### src/rtl/clkmode_pkg.sv
package clkmode_pkg;
   typedef enum logic [1:0] {
      MODE_OFF  = 2'b00,
      MODE_HOST = 2'b01,
      MODE_CORE = 2'b10,
      MODE_BOTH = 2'b11
   } mode_e;

   localparam logic [1:0] ADDR_PRESC = 2'd0;
   localparam logic [1:0] ADDR_CLR   = 2'd1;
   localparam logic [1:0] ADDR_APPLY = 2'd2;
endpackage

### src/rtl/clkmode_sync.sv
module clkmode_sync #(
   parameter int STAGES = 2
) (
   input  logic clk,
   input  logic rst_n,
   input  logic d,
   output logic q
);
   logic [STAGES-1:0] chain;

   always_ff @(posedge clk or negedge rst_n) begin
      if (!rst_n) chain <= '0;
      else        chain <= {chain[STAGES-2:0], d};
   end

   assign q = chain[STAGES-1];
endmodule

### src/rtl/clkmode_seq.sv
module clkmode_seq
   import clkmode_pkg::*;
#(
   parameter int   PW        = 5,
   parameter int   PRESC_DEF = 24,
   parameter logic OSC_DEF   = 1'b1
) (
   input  logic          clk,
   input  logic          rst_n,
   input  mode_e         req,
   input  logic          wr_en,
   input  logic [1:0]    wr_addr,
   input  logic [PW:0]   wr_data,
   output mode_e         mode_q,
   output logic          osc_q,
   output logic [PW-1:0] presc_q,
   output logic          load_pend
);
   localparam logic [PW-1:0] PRESC_INIT = PW'(PRESC_DEF);

   logic [PW-1:0] presc_reg;
   logic          ack_pend;
   logic          apply_hit;

   assign apply_hit = wr_en && (wr_addr == ADDR_APPLY) && (load_pend || ack_pend);

   always_ff @(posedge clk or negedge rst_n) begin
      if (!rst_n) begin
         mode_q    <= MODE_OFF;
         osc_q     <= OSC_DEF;
         presc_q   <= PRESC_INIT;
         presc_reg <= PRESC_INIT;
         load_pend <= 1'b0;
         ack_pend  <= 1'b0;
      end else begin
         if (wr_en && (wr_addr == ADDR_PRESC)) presc_reg <= wr_data[PW-1:0];
         if (req != mode_q) begin
            mode_q    <= req;
            load_pend <= 1'b0;
            ack_pend  <= 1'b0;
            case (req)
               MODE_HOST: osc_q <= OSC_DEF;
               MODE_BOTH: begin
                  if (mode_q == MODE_CORE) begin
                     load_pend <= 1'b1;
                  end else begin
                     osc_q   <= OSC_DEF;
                     presc_q <= presc_reg;
                  end
               end
               MODE_CORE: if (mode_q == MODE_BOTH) ack_pend <= 1'b1;
               default: ;
            endcase
         end else if (apply_hit) begin
            osc_q     <= wr_data[PW];
            presc_q   <= wr_data[PW-1:0];
            load_pend <= 1'b0;
            ack_pend  <= 1'b0;
         end
      end
   end
endmodule

### src/rtl/clkmode_irq.sv
module clkmode_irq (
   input  logic       clk,
   input  logic       rst_n,
   input  logic       host_req,
   input  logic       host_cur,
   input  logic       clr_en,
   input  logic [1:0] clr_bits,
   output logic [1:0] flags
);
   logic [1:0] set_v;
   logic [1:0] clr_v;

   assign set_v = {host_cur & ~host_req, host_req & ~host_cur};
   assign clr_v = clr_en ? clr_bits : 2'b00;

   always_ff @(posedge clk or negedge rst_n) begin
      if (!rst_n) flags <= 2'b00;
      else        flags <= (flags & ~clr_v) | set_v;
   end
endmodule

### src/rtl/clkmode_gate.sv
module clkmode_gate
   import clkmode_pkg::*;
(
   input  mode_e mode,
   input  logic  stable,
   input  logic  load_pend,
   output logic  host_gate,
   output logic  core_gate
);
   always_comb begin
      host_gate = 1'b0;
      core_gate = 1'b0;
      case (mode)
         MODE_HOST: host_gate = stable;
         MODE_CORE: core_gate = stable;
         MODE_BOTH: begin
            host_gate = stable && !load_pend;
            core_gate = stable;
         end
         default: ;
      endcase
   end
endmodule

### src/rtl/clk_mode_ctrl.sv
module clk_mode_ctrl
   import clkmode_pkg::*;
#(
   parameter int   PW          = 5,
   parameter int   PRESC_DEF   = 24,
   parameter logic OSC_DEF     = 1'b1,
   parameter int   SYNC_STAGES = 2
) (
   input  logic          clk,
   input  logic          rst_n,
   input  logic          host_en,
   input  logic          core_en,
   input  logic          mult_stable_async,
   input  logic          wr_en,
   input  logic [1:0]    wr_addr,
   input  logic [PW:0]   wr_data,
   output logic          osc_sel,
   output logic [PW-1:0] prescale,
   output logic          host_gate_en,
   output logic          core_gate_en,
   output logic          irq,
   output logic [1:0]    irq_flags,
   output logic [1:0]    mode_status
);
   generate
      if (PW < 2) begin : g_pw_bad
         $error("PW must be at least 2");
      end
      if (PRESC_DEF < 0 || PRESC_DEF >= (1 << PW)) begin : g_def_bad
         $error("PRESC_DEF does not fit in PW bits");
      end
      if (SYNC_STAGES < 2) begin : g_sync_bad
         $error("SYNC_STAGES must be at least 2");
      end
   endgenerate

   mode_e req;
   mode_e mode_q;
   logic  stable_s;
   logic  load_pend;

   assign req = mode_e'({core_en, host_en});

   clkmode_sync #(.STAGES(SYNC_STAGES)) u_sync (
      .clk   (clk),
      .rst_n (rst_n),
      .d     (mult_stable_async),
      .q     (stable_s)
   );

   clkmode_seq #(.PW(PW), .PRESC_DEF(PRESC_DEF), .OSC_DEF(OSC_DEF)) u_seq (
      .clk       (clk),
      .rst_n     (rst_n),
      .req       (req),
      .wr_en     (wr_en),
      .wr_addr   (wr_addr),
      .wr_data   (wr_data),
      .mode_q    (mode_q),
      .osc_q     (osc_sel),
      .presc_q   (prescale),
      .load_pend (load_pend)
   );

   clkmode_irq u_irq (
      .clk      (clk),
      .rst_n    (rst_n),
      .host_req (host_en),
      .host_cur (mode_q[0]),
      .clr_en   (wr_en && (wr_addr == ADDR_CLR)),
      .clr_bits (wr_data[1:0]),
      .flags    (irq_flags)
   );

   clkmode_gate u_gate (
      .mode      (mode_q),
      .stable    (stable_s),
      .load_pend (load_pend),
      .host_gate (host_gate_en),
      .core_gate (core_gate_en)
   );

   assign irq         = |irq_flags;
   assign mode_status = mode_q;
endmodule

### config.mk
export PLATFORM = sky130hd
export DESIGN_NAME = clk_mode_ctrl
export DESIGN_NICKNAME = d
export VERILOG_FILES = /design/src/rtl/clkmode_pkg.sv /design/src/rtl/clkmode_sync.sv /design/src/rtl/clkmode_seq.sv /design/src/rtl/clkmode_irq.sv /design/src/rtl/clkmode_gate.sv /design/src/rtl/clk_mode_ctrl.sv
export SDC_FILE = /design/constraint.sdc
export NUM_CORES = 1
export LEC_CHECK = 0
export BUFFER_PORTS_ARGS = -buffer_cell sky130_fd_sc_hd__buf_4
export CAP_MARGIN = 20
export CORE_MARGIN = 2
export CORE_UTILIZATION = 53
export CTS_BUF_LIST = sky130_fd_sc_hd__clkbuf_16
export DETAILED_ROUTE_END_ITERATION = 10
export PLACE_DENSITY = 0.86
export SYNTH_ARGS = -nofsm -noshare
export SYNTH_HDL_FRONTEND = slang
export SYNTH_SLANG_ARGS = --single-unit
### constraint.sdc
create_clock -name clk -period 5.35 [get_ports clk]
set_clock_uncertainty 0.05 [all_clocks]
set_input_delay 0.2675 -clock clk [delete_from_list [all_inputs] [get_ports clk]]
set_output_delay 0.2675 -clock clk [all_outputs]
set_load 0.03 [all_outputs]
After elaboration in Yosys (flattened, before gate mapping)
Cells that the tools add are included.
{"block": "word_totals", "regBits": 19, "inputBits": 14, "out_inout_bits": 13, "elab_cells": 59}
{"block": "op_classes", "n_eq_ne": 13, "muxes": 18, "bitwise": 7, "n_reduce_logical": 13}
{"cell": "two-way mux 5 bit", "n": 4}
{"cell": "two-way mux 1 bit", "n": 11}
{"cell": "== test 2 bit (second input constant)", "n": 5}
{"cell": "== test 2 x 1 -> 1 bit (second input constant)", "n": 3}
{"cell": "!= test 3 bit (second input constant)", "n": 2}
{"cell": "AND reduction 3 bit", "n": 2}
{"cell": "logical AND 1 bit", "n": 5}
{"cell": "!= test 2 bit (second input constant)", "n": 2}
{"cell": "one-hot mux 1 bit (2 select lines)", "n": 2}
{"cell": "OR reduction 2 bit", "n": 2}
{"cell": "AND 1 bit", "n": 2}
{"cell": "AND 2 bit", "n": 1}
{"cell": "logical NOT 2 bit", "n": 1}
{"cell": "two-way mux 2 bit", "n": 1}
{"cell": "!= test 2 bit", "n": 1}
{"cell": "NOT 1 bit", "n": 2}
{"cell": "NOT 2 bit", "n": 1}
{"cell": "OR 2 bit", "n": 1}
{"cell": "nonzero test 2 bit", "n": 1}
{"cell": "logical NOT 1 bit", "n": 1}
{"cell": "logical OR 1 bit", "n": 1}

Depth between registers and ports, before layout
{"block": "logic_depth", "word_depth": 6, "ltp_mapped": 6, "ltp_nobuf": 6}

Hierarchy
A second synthesis with hierarchy kept.
{"block": "unflattened", "cells_unflattened": 85, "hier_area_um2": 963.4}
{"module": "clkmode_seq", "n_inst": 1, "cells_per_inst": 71, "area_per_inst_um2": 800.8}
{"module": "clkmode_irq", "n_inst": 1, "cells_per_inst": 7, "area_per_inst_um2": 78.8}
{"module": "clkmode_sync", "n_inst": 1, "cells_per_inst": 2, "area_per_inst_um2": 50.0}
{"module": "clkmode_gate", "n_inst": 1, "cells_per_inst": 3, "area_per_inst_um2": 18.8}
{"module": "clk_mode_ctrl", "n_inst": 1, "cells_per_inst": 2, "area_per_inst_um2": 15.0}

Worst setup path after synthesis
OpenSTA, ideal clock, no wires.
{"block": "synth_path", "kind": "flip-flop to flip-flop", "start": "reg u_seq.mode_q[0]", "end": "reg u_seq.osc_q", "setup_time_ns": 0.081, "arrival_ns": 1.558, "path_slack_ns": 3.661, "path_stages_with_launch": 5, "n_path_buf": 0, "period_less_slack_ns": 1.689, "cell_sequence": "dfrtp_1 ha_1 or4b_4 nor4b_4 a211oi_2"}
{"block": "synth_between", "elab_chain_cells": 3, "word_cells_on_any_way": 7, "cone_classes": "eq/ne (4); mux (1); reduce/logical (2)"}
{"element": "from (decl)", "line_no": "clkmode_seq.sv:14", "text": "output mode_e mode_q,"}
{"element": "from (signal assigned)", "line_no": "clkmode_seq.sv:38", "text": "mode_q <= req;"}
{"element": "!= test 2 bit / == test 2 bit (equally long branches)", "line_no": "clkmode_seq.sv:37, clkmode_seq.sv:44"}
{"element": "!= test 3 bit (no line) / nonzero test 2 bit (equally long branches)"}
{"element": "AND reduction 3 bit (no line)"}
{"element": "to (signal assigned)", "line_no": "clkmode_seq.sv:55", "text": "osc_q <= wr_data[PW];"}
{"element": "to (decl)", "line_no": "clkmode_seq.sv:15", "text": "output logic osc_q,"}
Several ways; a longest one is shown, not always the timed one.
A chain may end at the register's enable or synchronous reset.

Final worst setup path
Same ends and word-level chain as after synthesis.

==> impl_metrics.ini <==
[clocking]
cts_made_buffers = 3
htree_levels = 1
clkLatencyLatePin_ns = 0.25
clock_path_buffers = 2
clkTransAtPathRegs_ns = 0.05
root_buffer = clkbuf_16
cts-resized-gates = 0
numClockSinks = 19
cts_tree = built

[sta]
timing.fmax_mhz = 554.7
worst_hold_slack_ns = 0.06769
finalCritPeriodShare = 0.3370
period_minus_slack_ns = 1.803
slew_headroom = 0.4453
final_max_slew_viol_count = 0
finalSetupViolCount = 0
rsz0062_at_grt = false
setup-tns-final_ns = 0
worstMarginPinSlew_ns = 0.8302
finalHoldViolations = 0

[setup_path]
crit_fanout = 6
ff2ff_path_depth = 4
cp.required_ns = 5.48
rrSetupSlack_ns = 3.55
reg2reg_to = u_seq.osc_q
critPathLaunchType = flop
r2r-start = u_seq.mode_q[0]
crit_start = u_seq.mode_q[0]
end_kind = flop
crit_type = flop to flop
arrival_ns = 1.93

[logic_synthesis]
syn_nets = 89
ys_warn_count = 0
synthArstFlopShare = 1.000
synth_fa_ha_area_frac = 0.02743
syn_area_per_cell_sq_um = 12.49
synth-compound-area-share = 0.2030
netlist_area_sq_um = 912.1
synth_top_area_cell = dfrtp_1
muxShareOfSynthArea = 0.06173
synth_simple_gate_area_share = 0.1385
synth_top_area_share = 0.3841
synth_ff_type = dfrtp_1
synth_cells = 73
synthTopCellsByArea = dfrtp_1, dfstp_2, mux2_2
ys_seq_area_frac = 0.5281
synth_cell_types = 30
synth_top_cells_by_count = dfrtp_1, nand2_1
synth_seq_cells = 19
synthXorXnorAreaFrac = 0.009602
synth_edf_count = 0
yosysMostFrequentCell = dfrtp_1
synth_top_family_by_area = compound AO/OA/AOI/OAI gates

[floorplanning]
die_h_microns = 45.49
ioPinCount = 27
core_sq_um = 1559
fp-row-count = 14
die-area_sq_um = 2069
start_util = 0.5851
die_w_microns = 45.49

[worst_hold_path]
hp-class = primary input to flop
min_to = u_sync.chain[0]
min_path_cells = 1
hp-start = mult_stable_async

[job]
drv_cap = 0

[power_and_ir_drop]
pwr-share-clk = 0.337
pwr-share-comb = 0.252
p_int_uw = 321.0
p_leak_nw = 0.5389
switchingPower_uw = 132.1
peakVddDrop_mv = 0.2945
seqPwrFrac = 0.411
netSwitchingFraction = 0.2915
p_total_uw = 453.0
cellPowerDensity_nw_per_um2 = 378.0

[grt]
gr-total-overflow = 0
grt_pass1_vias = 670
antenna_found_initial = 0
grt_use_total = 0.2162
grt_max_degree = 20
grt_pass1_wl_microns = 3042

[drt]
drc = 0
vias = 705
wl_per_cell_microns = 15.74
firstDrtPassIters = 4
drt_iter0_markers = 4
avgViaCountPerCell = 6.026
routed_wl_microns = 1842
antenna_left = 0

[layout]
diodes = 0
drive_above_1_share = 0.4653
syn_to_final_growth_pct = 31.41
fin_nets = 118

[placement]
port_buffers = 26
gp_congestion = 0.7682
dpl.hpwl_microns = 1307

[run_status]
status = complete, no violations
==> routing by layer <==
metal / GRT usage / vias up / wire [microns] / part of all wire
li1: - / 323 / - / -
met1: 0.2720 / 357 / 766 / 0.42
met2: 0.3211 / 18 / 933 / 0.51
met3: 0.05159 / 7 / 76 / 0.041
met4: 0.1588 / 0 / 65 / 0.035
met5: 0 / - / 0 / 0
==> through the flow <==
step | setup WS, ns | instances | utilization | area, sq um
5_1_grt | 3.360 | 117 | 0.7689 | 1199
3_5_place_dp | 3.558 | 112 | 0.7119 | 1110
2_1_floorplan | 3.661 | 73 | - | 912.1
6_report | 3.547 | 117 | 0.7689 | 1199
3_3_place_gp | 3.614 | 112 | 0.7119 | 1110
4_1_cts | 3.528 | 117 | 0.7689 | 1199
==> kinds of logic after synthesis <==
kind of cell    Yosys count
simple gates             18
xor+xnor                  1
buf+inv                   6
fa+ha+maj                 2
mux                       5
compound gates           22
flops                    19
==> cell usage in the layout (no fill, tap or decap), types with 2 or more instances in the layout <==
cell | netlist | routed
mux2_2 | 5 | 5
clkbuf_16 | 0 | 3
inv_1 | 3 | 4
nor3b_1 | 2 | 2
dfstp_2 | 5 | 5
ha_1 | 2 | 2
o21ai_0 | 3 | 3
nand2_1 | 6 | 6
o21a_1 | 5 | 5
buf_4 | 1 | 26
a21o_1 | 3 | 3
dfrtp_1 | 14 | 14
o32a_1 | 5 | 5
==> layout make-up <==
| cell class | count | area [sq um] |
|---|---|---|
| Sequential cell | 19 | 481.7 |
| Fill cell | 104 | 360.3 |
| Tap cell | 16 | 20.02 |
| Multi-Input combinational cell | 48 | 401.6 |
| Clock inverter | 1 | 3.754 |
| Clock buffer | 3 | 75.07 |
| Inverter | 3 | 11.26 |
| Timing Repair Buffer | 27 | 205.2 |
==> power by group through the flow <==
stage | Sequential (mW) | Combinational [mW] | Clock (mW)
floorplan | 0.211 | 0.0480 | 0
global placement | 0.187 | 0.112 | 0
detailed placement | 0.189 | 0.114 | 0
CTS | 0.186 | 0.115 | 0.155
global route | 0.189 | 0.123 | 0.159
finish | 0.186 | 0.114 | 0.153
==> worst max-delay path, cell delays in order, from the launching register on <==
cell	delay [ns]
dfrtp_1	0.44
ha_1	0.35
or4b_4	0.54
nor4b_4	0.15
a211oi_2	0.20
==> timing repair <==
item                                   in CTS  in global routing
setup buffers                               0                  0
hold buffers                                1                  0
endpoints found under the hold margin      14                  0
==> worst max-delay path by stage <==
| stage | end | cells after the start | slack, ns |
|---|---|---|---|
| finish | u_seq.osc_q | 4 | 3.55 |
| global route | u_seq.presc_q[1] | 4 | 3.36 |
| CTS | u_seq.presc_q[2] | 4 | 3.53 |
| detailed placement | u_seq.presc_q[2] | 4 | 3.56 |
| global placement | u_seq.osc_q | 6 | 3.61 |
| floorplan | u_seq.osc_q | 4 | 3.66 |
(Power assumes the default switching activity.)
